--- src/rtl/irq_pkg.sv ---
package irq_pkg;
  localparam int NSRC = 4;
  typedef enum logic [1:0] {
    SRC_EXT = 2'd0,
    SRC_USB = 2'd1,
    SRC_TMR = 2'd2,
    SRC_SPI = 2'd3
  } src_e;
  localparam logic [1:0] REG_CTRL = 2'd0;
  localparam logic [1:0] REG_EN   = 2'd1;
  localparam logic [1:0] REG_FLAG = 2'd2;
endpackage

--- src/rtl/irq_edge_sync.sv ---
module irq_edge_sync #(
  parameter int STAGES = 2
) (
  input  logic clk_i,
  input  logic rst_ni,
  input  logic pin_i,
  output logic fall_o
);
  logic [STAGES-1:0] sync_q;
  logic              last_q;

  // Idle level is high, so reset to 1 to avoid a false edge.
  generate
    for (genvar s = 0; s < STAGES; s++) begin : g_stage
      always_ff @(posedge clk_i or negedge rst_ni) begin
        if (!rst_ni) sync_q[s] <= 1'b1;
        else if (s == 0) sync_q[s] <= pin_i;
        else sync_q[s] <= sync_q[(s > 0) ? s-1 : 0];
      end
    end
  endgenerate

  always_ff @(posedge clk_i or negedge rst_ni) begin
    if (!rst_ni) last_q <= 1'b1;
    else last_q <= sync_q[STAGES-1];
  end

  assign fall_o = last_q & ~sync_q[STAGES-1];

  a_r2_fall_one_cycle: assert property (@(posedge clk_i) disable iff (!rst_ni)
    fall_o |=> !fall_o);
endmodule

--- src/rtl/irq_flag_bank.sv ---
module irq_flag_bank #(
  parameter int N = 4
) (
  input  logic         clk_i,
  input  logic         rst_ni,
  input  logic [N-1:0] set_i,
  input  logic [N-1:0] en_i,
  input  logic [N-1:0] clr_i,
  input  logic         sw_we_i,
  input  logic [N-1:0] sw_data_i,
  output logic [N-1:0] flags_o
);
  logic [N-1:0] flags_q, flags_d;

  // Software write first, then acceptance clear, then a new event wins.
  always_comb begin
    flags_d = sw_we_i ? sw_data_i : flags_q;
    flags_d = flags_d & ~clr_i;
    flags_d = flags_d | (set_i & en_i);
  end

  always_ff @(posedge clk_i or negedge rst_ni) begin
    if (!rst_ni) flags_q <= '0;
    else flags_q <= flags_d;
  end

  assign flags_o = flags_q;

  a_r1_gated_set: assert property (@(posedge clk_i) disable iff (!rst_ni)
    (!sw_we_i && !flags_q[0] && !(set_i[0] && en_i[0])) |=> !flags_q[0]);
endmodule

--- src/rtl/irq_prio_arb.sv ---
module irq_prio_arb #(
  parameter int N        = 4,
  parameter int VEC_W    = 8,
  parameter int VEC_BASE = 4,
  parameter int VEC_STEP = 4,
  localparam int IDX_W   = (N > 1) ? $clog2(N) : 1
) (
  input  logic [N-1:0]     req_i,
  output logic [N-1:0]     grant_o,
  output logic             any_o,
  output logic [VEC_W-1:0] vector_o
);
  logic [IDX_W-1:0] idx;

  // Lowest index has highest priority.
  always_comb begin
    idx     = '0;
    grant_o = '0;
    for (int i = N-1; i >= 0; i--) begin
      if (req_i[i]) begin
        idx     = IDX_W'(i);
        grant_o = N'(1) << i;
      end
    end
  end

  assign any_o    = |req_i;
  assign vector_o = VEC_W'(VEC_BASE) + VEC_W'(VEC_STEP) * VEC_W'(idx);

  always_comb begin
    a_r5_grant_onehot: assert ($onehot0(grant_o));
  end
endmodule

--- src/rtl/irq_vec_ctrl.sv ---
module irq_vec_ctrl #(
  parameter int DATA_W   = 8,
  parameter int VEC_W    = 8,
  parameter int VEC_BASE = 4,
  parameter int VEC_STEP = 4,
  parameter int SYNC_STG = 2
) (
  input  logic              clk_i,
  input  logic              rst_ni,
  input  logic              ext_pin_i,
  input  logic              tmr_ovf_i,
  input  logic              usb_evt_i,
  input  logic              spi_done_i,
  input  logic              stack_full_i,
  input  logic              reti_i,
  input  logic              reg_we_i,
  input  logic [1:0]        reg_addr_i,
  input  logic [DATA_W-1:0] reg_wdata_i,
  output logic [DATA_W-1:0] reg_rdata_o,
  output logic              push_o,
  output logic              pop_o,
  output logic [VEC_W-1:0]  vector_o
);
  import irq_pkg::*;

  logic            ext_fall;
  logic [NSRC-1:0] src_set, en_q, flags, pend, grant;
  logic            gie_q, any_pend, accept;
  logic [VEC_W-1:0] arb_vec;

  irq_edge_sync #(.STAGES(SYNC_STG)) u_sync (
    .clk_i (clk_i), .rst_ni(rst_ni), .pin_i(ext_pin_i), .fall_o(ext_fall)
  );

  always_comb begin
    src_set          = '0;
    src_set[SRC_EXT] = ext_fall;
    src_set[SRC_USB] = usb_evt_i;
    src_set[SRC_TMR] = tmr_ovf_i;
    src_set[SRC_SPI] = spi_done_i;
  end

  assign pend   = flags & en_q;
  assign accept = gie_q & any_pend & ~stack_full_i;

  irq_flag_bank #(.N(NSRC)) u_flags (
    .clk_i    (clk_i),
    .rst_ni   (rst_ni),
    .set_i    (src_set),
    .en_i     (en_q),
    .clr_i    (accept ? grant : '0),
    .sw_we_i  (reg_we_i && reg_addr_i == REG_FLAG),
    .sw_data_i(reg_wdata_i[NSRC-1:0]),
    .flags_o  (flags)
  );

  irq_prio_arb #(.N(NSRC), .VEC_W(VEC_W), .VEC_BASE(VEC_BASE), .VEC_STEP(VEC_STEP)) u_arb (
    .req_i   (pend),
    .grant_o (grant),
    .any_o   (any_pend),
    .vector_o(arb_vec)
  );

  always_ff @(posedge clk_i or negedge rst_ni) begin
    if (!rst_ni) begin
      en_q     <= '0;
      gie_q    <= 1'b0;
      push_o   <= 1'b0;
      pop_o    <= 1'b0;
      vector_o <= '0;
    end else begin
      push_o <= accept;
      pop_o  <= reti_i;
      if (reg_we_i && reg_addr_i == REG_EN) en_q <= reg_wdata_i[NSRC-1:0];
      // Hardware clear on acceptance wins over a same-cycle write.
      if (accept) begin
        gie_q    <= 1'b0;
        vector_o <= arb_vec;
      end else if (reg_we_i && reg_addr_i == REG_CTRL) begin
        gie_q <= reg_wdata_i[0];
      end
    end
  end

  always_comb begin
    reg_rdata_o = '0;
    case (reg_addr_i)
      REG_CTRL: reg_rdata_o[0]        = gie_q;
      REG_EN:   reg_rdata_o[NSRC-1:0] = en_q;
      REG_FLAG: reg_rdata_o[NSRC-1:0] = flags;
      default:  reg_rdata_o           = '0;
    endcase
  end

  a_r3_push_needs_gie: assert property (@(posedge clk_i) disable iff (!rst_ni)
    $rose(push_o) |-> $past(gie_q));
  a_r4_push_single: assert property (@(posedge clk_i) disable iff (!rst_ni)
    push_o |=> !push_o);
  a_r6_gie_cleared: assert property (@(posedge clk_i) disable iff (!rst_ni)
    push_o |-> !gie_q);
  a_r7_no_push_full: assert property (@(posedge clk_i) disable iff (!rst_ni)
    $rose(push_o) |-> !$past(stack_full_i));
  a_r8_pop_follows: assert property (@(posedge clk_i) disable iff (!rst_ni)
    $rose(pop_o) |-> $past(reti_i));
endmodule

--- config.mk ---
export PLATFORM = sky130hd
export DESIGN_NAME = irq_vec_ctrl
export DESIGN_NICKNAME = d
export VERILOG_FILES = /design/src/rtl/irq_pkg.sv /design/src/rtl/irq_edge_sync.sv /design/src/rtl/irq_flag_bank.sv /design/src/rtl/irq_prio_arb.sv /design/src/rtl/irq_vec_ctrl.sv
export SDC_FILE = /design/constraint.sdc
export NUM_CORES = 1
export LEC_CHECK = 0
export ABC_AREA = 1
export BUFFER_PORTS_ARGS = -buffer_cell sky130_fd_sc_hd__buf_4
export CORE_MARGIN = 3
export CORE_UTILIZATION = 45
export CTS_BUF_LIST = sky130_fd_sc_hd__clkbuf_4
export DETAILED_ROUTE_END_ITERATION = 10
export GPL_ROUTABILITY_DRIVEN = 1
export PLACE_DENSITY_LB_ADDON = 0.12
export SLEW_MARGIN = 20
export SYNTH_ARGS = -nofsm -noshare
export SYNTH_HDL_FRONTEND = slang
export SYNTH_SLANG_ARGS = --single-unit
export TNS_END_PERCENT = 10
--- constraint.sdc ---
create_clock -name clk_i -period 1.2 [get_ports clk_i]
set_input_delay 0.06 -clock clk_i [delete_from_list [all_inputs] [get_ports clk_i]]
set_output_delay 0.06 -clock clk_i [all_outputs]
set_load 0.02 [all_outputs]
==> summary.txt, run 1 <==
Outcome
  – Status: finished with violations
  – Failing checks: setup timing

Timing
  – Final worst slack: -0.0441 ns
  – Count of final setup violators: 4
  – Fmax: 804 MHz
  – Slew Viols, Final: 0
  – Final Hold Viols: 0
  – Final setup skew: 0.00474 ns
  – Min cycle time layout: 1.24 ns
  – Final period utilization: 104%
  – RSZ-0062 raised after global routing: true

Placement
  – Placed inst area: 0.00124 mm^2
  – Port Buffer Count: 23
  – Detailed placement HPWL: 1530 um
  – Place WS: -0.00358 ns
  – Placer Congestion: 0.784

Yosys
  – Syn Std Cell Area: 0.00101 mm^2
  – XOR/XNOR Fraction of Synth Area: 0%
  – #FFs+latches synth: 17
  – Adder-cell share of the synthesized area: 6.22%
  – Mapped Avg Cell Area: 8.25 um^2
  – Netlist cell types: 21
  – Most used DFF post-synth: dfrtp_1
  – Synthesis Warnings: 0
  – Synth Area in Simple Gates: 30.2%
  – Post-synthesis mux area share: 0%
  – Gate Count Post-Synth: 122
  – Post-synth EDFFs: 0
  – Compound-Gate Fraction of Synth Area: 8.58%
  – Register area share after synthesis: 42.7%
  – FFs w/ async S/R, synth: 100%
  – Largest family of logic cells by synthesized area: simple AND/OR/NAND/NOR gates

Floorplan
  – DIE HEIGHT: 53.3 um
  – Row cnt: 16
  – Die ar.: 0.00284 mm^2
  – Initial core utilization: 49.3%
  – Io pins: 37
  – Placeable Area: 0.00204 mm^2
  – Die width: 53.3 um

Setup path
  – Critical path capture point type: output pin
  – R2R Path End: vector_o[3]
  – Crit-path max FO: 3
  – Worst endpoint required time: 1.14 ns
  – Crit path arrival time: 1.18 ns
  – Worst R2R Setup Slack: -0.03 ns
  – Critical path class: reg2out
  – Worst Reg-to-Reg Cells: 7
  – RR Startpoint: en_q[0]
  – Worst setup SP type: register

Hold path
  – HP Class: in2reg
  – Min-Delay Endpoint: en_q[1]
  – Hold Path Depth: 3
  – Hold path start: reg_wdata_i[1]

Run
  – Max cap viols: 0

Clocking
  – H-tree Lvls: 1
  – Num CTS Buffers: 3
  – Clock Path Buffers: 2
  – Worst-path clk slew: 0.10 ns
  – Clock root buffer: clkbuf_4
  – Skew-Pair Late Insertion Delay: 0.29 ns
  – CTS tree: yes
  – Clock sinks: 17

Power and ir drop
  – Leak: 0.756 nW
  – P per Cell Area: 1440 mW/mm^2
  – Peak VDD IR: 1.05 mV
  – Total power: 0.00201 W

Drt
  – Routed WL per cell: 10.8 um
  – First DRT Iteration DRCs: 25
  – First-pass detailed-route iteration total: 4
  – Routed WL: 2080 um
  – Vias: 898
  – Drt via density: 4.68
  – DRC: 0
  – Antenna-violating nets left: 0

GRT
  – GRT Total Usage: 17.6%
  – First-pass GRT wire length: 3500 um
  – Initial antenna violation count: 0
  – Largest net degree at the start of global routing: 18
  – Vias in the first global route: 836
  – Final global-route overflow total: 0

Finish
  – Nets: 190
  – Share of layout cells above drive strength 1: 40.6%
  – Design Area, Final: 0.00140 mm^2
  – Layout area overhead: 39.4%
  – Fillers: 176
  – Final core utilization: 68.7%
  – N_diodes: 0
routing by layer:
metal	up-vias	track usage, %	part of all wire [%]
li1	455	-	-
met1	404	21.2	44
met2	34	28.6	45
met3	5	3.66	8.6
met4	0	10.2	2.3
met5	-	0	0
report_power, final:
part	internal [W]	leakage [nW]	switching [W]
combinational	0.000410	0.535	0.000484
sequential	0.000696	0.203	0.0000925
clock	0.000152	0.0184	0.000180
total	0.00126	0.756	0.000756
registers in the layout, summed over array words and instances, names as in the netlist:
| signal | count |
|---|---|
| vector_o | 3 |
| gie_q | 1 |
| u_flags.flags_o | 4 |
| en_q | 4 |
| pop_o | 1 |
| u_sync.last_q | 1 |
| push_o | 1 |
| u_sync.sync_q | 2 |
cell usage after synthesis (2+ instances only):
master,number,area (um^2)
dfstp_2,3,78.8
a21oi_1,3,15.0
buf_4,9,67.6
nor2_1,2,7.51
nand3b_1,2,15.0
nand3_1,5,25.0
inv_2,3,11.3
nand2_2,8,50.1
o21ai_0,9,45.0
inv_1,11,41.3
dfrtp_1,14,350
ha_1,5,62.6
nand2_1,39,146
nand2_4,2,22.5
cells by family after synthesis:
| family | Yosys count |
|---|---|
| AOI/OAI and AO/OA | 15 |
| adders and majority gates | 5 |
| buffers and inverters | 23 |
| DFF | 17 |
| other | 1 |
| and+or+nand+nor | 61 |
worst max-delay path by stage:
stage	from	end	slack, ns
floorplan	en_q[2]	vector_o[3]	0.002
global placement	u_flags.flags_o[2]	vector_o[3]	0.02
detailed placement	u_flags.flags_o[2]	vector_o[3]	-0.004
CTS	u_flags.flags_o[0]	reg_rdata_o[0]	-0.05
global route	u_flags.flags_o[0]	reg_rdata_o[0]	-0.12
finish	u_flags.flags_o[0]	reg_rdata_o[0]	-0.04
stage by stage:
| step | setup TNS, ns | cells | hold slack (ns) |
|---|---|---|---|
| after global routing | -0.519 | 192 | 0.0254 |
| after floorplan | 0 | 130 | -0.236 |
| after CTS | -0.114 | 191 | 0.0347 |
| after detailed placement | -0.00358 | 179 | -0.0601 |
| final | -0.112 | 192 | 0.0355 |
| after global placement | 0 | 179 | -0.0642 |
cells in the final DEF, fill, tap and decap left out:
master         instances
a31o_2                 1
conb_1                 9
dfrtp_1               14
nor2_4                 1
inv_1                 10
dlygate4sd3_1          6
nand3_1                4
a21oi_2                4
dfstp_2                3
nand2_1               37
nor2_8                 1
inv_2                  4
o21ai_4                1
nand3b_1               2
nand2_2                9
o21ai_0                9
nand4_1                1
nor2_2                 1
ha_1                   5
buf_4                 29
nand3_2                1
nor2_1                 1
buf_6                  5
clkbuf_4               4
nand2_4                3
what timing repair did:
item	in CTS	in global routing
hold buffers	6	0
pin swaps	5	0
setup endpoints to repair	5	9
hold endpoints to repair	22	0
setup buffers	2	1
gates cloned	0	0
gates resized for setup	8	6
critical path, cell delays in order, from the launching register on:
cell,delay (ns)
dfrtp_1,0.43
nand2_1,0.07
a31o_2,0.24
inv_2,0.05
buf_6,0.10
layout make-up:
class / instances / area (um^2) / share of cell area (%)
Clock buffer: 4 / 30.0 / 2.14
Inverter: 14 / 52.6 / 3.75
Multi-Input combinational cell: 90 / 523 / 37.3
Sequential cell: 17 / 429 / 30.6
Tap cell: 27 / 33.8 / 2.41
Timing Repair Buffer: 40 / 334 / 23.8
Note: power is estimated with default switching activity, not from simulation.
==> run 2: changes to the inputs <==
--- a/constraint.sdc
+++ b/constraint.sdc
@@ -3,2 +3,2 @@
 set_output_delay 0.06 -clock clk_i [all_outputs]
-set_load 0.02 [all_outputs]
+set_load 0.005 [all_outputs]
==> summary.txt, run 2 (synthesis gave the netlist of run 1 again) <==
Placement
  – Placed inst area: 0.00124 mm^2 (unchanged)
  – Detailed placement HPWL: 1530 um (unchanged)
  – Placer Congestion: 0.784 (unchanged)
  – Port Buffer Count: 23 (unchanged)
  – Post-Place Cells: 179 (unchanged)

Timing
  – Final setup skew: 0.00247 ns (-0.00226 ns)
  – RSZ-0062 raised after global routing: true
  – Min cycle time layout: 1.23 ns (-0.0146 ns)
  – Fmax: 813 MHz (+1.2%)
  – Post-Route Setup TNS: -0.0541 ns (+0.0584 ns)
  – Count of final setup violators: 2 (-2)
  – Final Hold Viols: 0 (unchanged)
  – Final period utilization: 102% (-1.2 points)
  – Slew Viols, Final: 0 (unchanged)
  – Final worst slack: -0.0296 ns (+0.0146 ns)
  – Final hold slack: 0.0400 ns (+0.00457 ns)

Power and ir drop
  – P per Cell Area: 1370 mW/mm^2 (-4.9%)
  – Peak VDD IR: 1.01 mV (-3.9%)
  – Leak: 0.756 nW (about the same)

Hold path
  – Hold Path Depth: 3 (unchanged)
  – Min-Delay Endpoint: en_q[1]
  – HP Class: in2reg
  – Hold path start: reg_wdata_i[1]

GRT
  – Final global-route overflow total: 0 (unchanged)
  – Initial antenna violation count: 0 (unchanged)
  – Largest net degree at the start of global routing: 18 (unchanged)
  – First-pass GRT wire length: 3530 um (+0.97%)
  – Vias in the first global route: 846 (+1.2%)
  – GRT Total Usage: 17.9% (+0.24 points)

Setup path
  – RR Startpoint: en_q[0]
  – CP peak stage delay: 0.41 ns (-0.02 ns)
  – Critical path class: reg2reg
  – Worst Reg-to-Reg Cells: 7 (unchanged)
  – Critical path capture point type: register
  – Worst setup SP type: register
  – Crit path arrival time: 1.42 ns (+0.24 ns)
  – Worst endpoint required time: 1.39 ns (+0.25 ns)
  – CP most frequent cell: nand2_4
  – Worst R2R Setup Slack: -0.03 ns (about the same)
  – CP cell instances: buf_4 > nand2_4 > nand2_4 > nor2_2 > ha_1 > nand3_1 > nand2_1
  – R2R Path End: vector_o[3]
  – Crit-path max FO: 4 (+1)
  – Critical path's slowest cell: dfrtp_1

Floorplan
  – Placeable Area: 0.00204 mm^2 (unchanged)
  – Io pins: 37 (unchanged)
  – Die ar.: 0.00284 mm^2 (unchanged)
  – Initial core utilization: 49.3% (unchanged)
  – DIE HEIGHT: 53.3 um (unchanged)
  – Row cnt: 16 (unchanged)
  – Die width: 53.3 um (unchanged)

Outcome
  – Status: finished with violations
  – Failing checks: setup timing

Drt
  – Routed WL: 2110 um (+1.5%)
  – Routed WL per cell: 11.0 um (+1.5%)
  – First DRT Iteration DRCs: 34 (+36%)
  – Drt via density: 4.60 (-1.6%)
  – Vias: 884 (-1.6%)
  – Antenna-violating nets left: 0 (unchanged)
  – First-pass detailed-route iteration total: 5 (+1)
  – DRC: 0 (unchanged)

Clocking
  – Worst-path clk slew: 0.09 ns (about the same)
  – Clock Path Buffers: 2 (unchanged)
  – Num CTS Buffers: 3 (unchanged)
  – CTS tree: yes
  – H-tree Lvls: 1 (unchanged)
  – Skew-Pair Late Insertion Delay: 0.29 ns (about the same)
  – Clock sinks: 17 (unchanged)
  – Clock root buffer: clkbuf_4

Finish
  – Nets: 190 (unchanged)
  – N_diodes: 0 (unchanged)
  – Design Area, Final: 0.00141 mm^2 (+0.18%)
  – Commonest non-fill, non-tap cell in the layout: nand2_1
  – Commonest cells after routing, fill and taps aside: 36 x nand2_1, 29 x buf_4, 14 x dfrtp_1
  – Final core utilization: 68.8% (+0.12 points)
  – Layout area overhead: 39.7%
  – Non-Filler Instances: 192 (unchanged)
  – Share of layout cells above drive strength 1: 41.2% (+0.61 points)

Run
  – Max cap viols: 0 (unchanged)
## run 2: changes by cell type in the layout (fill, tap and decap cells not counted)
cell,change
nand2_1,-1
nand2_2,+1
## run 2: worst max-delay path, delay by kind of cell, from the launching register on
kind          cells  cell delay (ns)
buf+inv           1             0.15
simple gates      5             0.35
fa+ha+maj         1             0.23
flops             1             0.41
## run 2: layer usage
layer	global-route usage (%)	wire, um
met5	0	0
met4	10.2	49
met3	3.66	170
met2	29.8	974
met1	20.9	918
## run 2: how the worst max path moves through the flow
| stage | start | to | slack (ns) | cells past startpoint |
|---|---|---|---|---|
| 5_1_grt | u_flags.flags_o[0] | reg_rdata_o[0] | -0.10 | 4 |
| 3_5_place_dp | u_flags.flags_o[2] | vector_o[3] | -0.004 | 8 |
| 3_3_place_gp | u_flags.flags_o[2] | vector_o[3] | 0.02 | 8 |
| 6_report | en_q[0] | vector_o[3] | -0.03 | 7 |
| 2_1_floorplan | en_q[2] | vector_o[3] | 0.003 | 8 |
| 4_1_cts | u_flags.flags_o[0] | reg_rdata_o[0] | -0.02 | 4 |
## run 2: final cells by class
class                      instances  area [um^2]
multi-input combinational         90          526
timing repair buffer              40          334
tap                               27         33.8
fill                             178          637
sequential                        17          429
inverter                          14         52.6
clock buffer                       4         30.0
## run 2: per-stage QoR
stage               total power [W]  worst slack (ns)
finish                      0.00192           -0.0296
global route                0.00209            -0.104
CTS                         0.00190           -0.0236
detailed placement          0.00149          -0.00358
global placement            0.00147            0.0210
floorplan                   0.00120           0.00289
## run 2: repair_timing
item                       4_1_cts  5_1_grt
hold buffers                     6        0
hold endpoints to repair        22        0
buffers inserted                 3        0
cloned                           0        0
resized for setup                9        6
pin swaps                        3        1
setup endpoints to repair        4        9
## run 2: power breakdown
group | switching, W | internal, W | leakage (nW)
registers | 0.0000941 | 0.000696 | 0.203
logic | 0.000394 | 0.000406 | 0.535
clock network | 0.000176 | 0.000152 | 0.0184
==> run 3: changes to the inputs <==
CORE_UTILIZATION = 48   (was 45)
SYNTH_HIERARCHICAL = 1   (was default)
==> summary.txt, run 3 <==
Yosys
  – XOR/XNOR Fraction of Synth Area: 0% (unchanged)
  – #FFs+latches synth: 22 (+5)
  – Register area share after synthesis: 43.9% (+1.2 points)
  – Top-count cell post-synth: nand2_1
  – Gate Count Post-Synth: 176 (+44%)
  – Post-synthesis mux area share: 0% (unchanged)
  – Largest family of logic cells by synthesized area: simple AND/OR/NAND/NOR gates
  – Mapped Avg Cell Area: 7.18 um^2 (-13%)
  – Synth Area in Simple Gates: 32.1% (+1.9 points)
  – Synth area leader: dfrtp_1
  – Syn Std Cell Area: 0.00126 mm^2 (+26%)
  – Synth top cells by count: 71 x nand2_1, 30 x inv_1, 19 x dfrtp_1
  – Adder-cell share of the synthesized area: 4.95% (-1.3 points)
  – Area contributors post-synth: dfrtp_1 38%, nand2_1 21%, inv_1 8.9%
  – Post-synth EDFFs: 0 (unchanged)
  – Synthesis Warnings: 6 (+6)
  – Compound-Gate Fraction of Synth Area: 1.19% (-7.4 points)
  – Netlist cell types: 17 (-19%)
  – Share of the synthesized area in the top cell type: 37.6% (+2.8 points)
  – FFs w/ async S/R, synth: 100% (unchanged)
  – Most used DFF post-synth: dfrtp_1

Timing
  – RSZ-0062 raised after global routing: true
  – Count of final setup violators: 13 (+11)
  – Final hold slack: -0.00247 ns (-0.0425 ns)
  – Slew Viols, Final: 0 (unchanged)
  – Final setup skew: 0.00981 ns (+0.00734 ns)
  – Final Hold Viols: 1 (+1)
  – Final period utilization: 106% (+3.6 points)
  – Final worst slack: -0.0729 ns (-0.0433 ns)
  – Fmax: 786 MHz (-3.4%)
  – Min cycle time layout: 1.27 ns (+0.0433 ns)
  – Post-Route Setup TNS: -0.374 ns (-0.320 ns)

Finish
  – Largest register FFs: 8
  – Nets: 252 (+33%)
  – FF/Latch Area: 556 um^2 (+29%)
  – Biggest register: vector_o
  – Share of layout cells above drive strength 1: 38.8% (-2.4 points)
  – Multi-input gate area: 626 um^2 (+19%)
  – N_diodes: 0 (unchanged)
  – Commonest cells after routing, fill and taps aside: 60 x nand2_1, 38 x buf_4, 26 x inv_1
  – Layout area overhead: 43.8%
  – Design Area, Final: 0.00182 mm^2 (+29%)
  – Fillers: 170 (-4.5%)
  – Commonest non-fill, non-tap cell in the layout: nand2_1

Run
  – Max cap viols: 0 (unchanged)

GRT
  – Met2 GRT Util: 31.5% (+1.7 points)
  – Met3 Track Usage GR: 3.62% (-0.042 points)
  – Largest net degree at the start of global routing: 23 (+5)
  – Initial antenna violation count: 0 (unchanged)
  – Gr busiest metal: met2
  – GR Util met1: 21.7% (+0.88 points)
  – GRT Total Usage: 17.6% (-0.21 points)
  – Vias in the first global route: 1058 (+25%)
  – First-pass GRT wire length: 4580 um (+30%)
  – Final global-route overflow total: 0 (unchanged)

Setup path
  – Crit-path max FO: 3 (-1)
  – Crit path max-delay family: flip-flops
  – Critical path capture point type: register
  – Critical path class: reg2reg
  – Crit path arrival time: 1.54 ns (+0.12 ns)
  – WP buf/inv: 2 (+1)
  – Worst endpoint required time: 1.46 ns (+0.07 ns)
  – CP cell instances: nand2_1 > inv_2 > nor2_4 > buf_6 > nor2_4 > ha_4 > nand2_2 > nand2_1
  – Worst setup SP type: register
  – Critical path's slowest cell: dfrtp_1
  – CP peak stage delay: 0.42 ns (about the same)

Floorplan
  – Row cnt: 17 (+1)
  – Die width: 57.3 um (+7.6%)
  – Io pins: 37 (unchanged)
  – DIE HEIGHT: 57.3 um (+7.6%)
  – Die ar.: 0.00328 mm^2 (+16%)
  – Initial core utilization: 53.5% (+4.3 points)
  – Placeable Area: 0.00236 mm^2 (+16%)

Outcome
  – Status: finished with violations
  – Failing checks: hold timing, setup timing

Clocking
  – Clock Path Buffers: 2 (unchanged)
  – Skew-Pair Late Insertion Delay: 0.31 ns (+0.02 ns)
  – CTS tree: yes
  – Clock root buffer: clkbuf_4
  – Clock sinks: 22 (+5)
  – Num CTS Buffers: 3 (unchanged)
  – Worst-path clk slew: 0.13 ns (+0.04 ns)
  – H-tree Lvls: 1 (unchanged)

Placement
  – Port Buffer Count: 28 (+22%)
  – Place WS: -0.0434 ns (-0.0398 ns)
  – Placed inst area: 0.00152 mm^2 (+23%)
  – Detailed placement HPWL: 2000 um (+31%)
  – Placer Congestion: 0.776 (-0.94%)

Drt
  – Routed WL per cell: 11.7 um (+6.4%)
  – First DRT Iteration DRCs: 49 (+44%)
  – DRC: 0 (unchanged)
  – Routed WL: 2990 um (+41%)
  – Antenna-violating nets left: 0 (unchanged)
  – First-pass detailed-route iteration total: 4 (-1)
  – Vias: 1151 (+30%)
  – Drt via density: 4.51 (-2.0%)

Power and ir drop
  – P per Cell Area: 1520 mW/mm^2 (+12%)
  – Total power: 0.00277 W (+44%)
  – Peak VDD IR: 1.35 mV (+34%)
  – Leak: 1.02 nW (+35%)

Hold path
  – HP Class: in2reg
## run 3: final timing paths
check	start	end	slack (ns)	cells after the start
max	en_q[3]	vector_o[3]	-0.07	8
min	reg_wdata_i[0]	en_q[0]	-0.002	3
max reg2reg	en_q[3]	vector_o[3]	-0.07	8
min reg2reg	u_sync/sync_q[0]	u_sync/sync_q[1]	0.37	0
max in group asynchronous	rst_ni	u_sync/last_q	0.76	2
min in group asynchronous	rst_ni	vector_o[5]	0.17	2
## run 3: logic make-up (layout without fill, tap and decap cells)
| family | after synthesis | in the layout |
|---|---|---|
| and+or+nand+nor | 98 | 98 |
| buffers and inverters | 46 | 90 |
| DFF | 22 | 22 |
| adders and majority gates | 5 | 5 |
| AOI/OAI and AO/OA | 3 | 3 |
| other | 2 | 9 |
## run 3: routing by layer
layer / share of wire (%) / up-vias
li1: - / 594
met1: 41 / 520
met4: 0.64 / 0
met5: 0 / -
met2: 53 / 33
met3: 5.2 / 4
## run 3: worst reg2reg max path: cells and delay by family (launching register included)
family	cells	cell delay, ns
flops	1	0.42
simple gates	5	0.37
fa+ha+maj	1	0.25
buf+inv	2	0.19
## run 3: cell type report
class / instances / area share (%)
Timing Repair Buffer: 52 / 24.3
Sequential cell: 22 / 30.6
Multi-Input combinational cell: 115 / 34.4
Clock buffer: 3 / 1.24
Tap cell: 28 / 1.93
Inverter: 34 / 7.30
Clock inverter: 1 / 0.207
## run 3: where the power goes
part / total [W] / switching (W) / internal (W)
clock network: 0.000350 / 0.000229 / 0.000122
logic: 0.00132 / 0.000646 / 0.000676
registers: 0.00109 / 0.000140 / 0.000955
## run 3: what timing repair did
action | 4_1_cts | 5_1_grt
setup buffers | 4 | 4
resized for setup | 17 | 20
hold endpoints to repair | 28 | 1
endpoints found under the setup margin | 15 | 16
hold buffers | 7 | 1
pin swaps | 11 | 21
## run 3: stage by stage
step / instances / util (%)
floorplan: 183 / -
global placement: 235 / 64.5
detailed placement: 235 / 64.5
CTS: 250 / 72.0
global route: 255 / 76.9
finish: 255 / 76.9
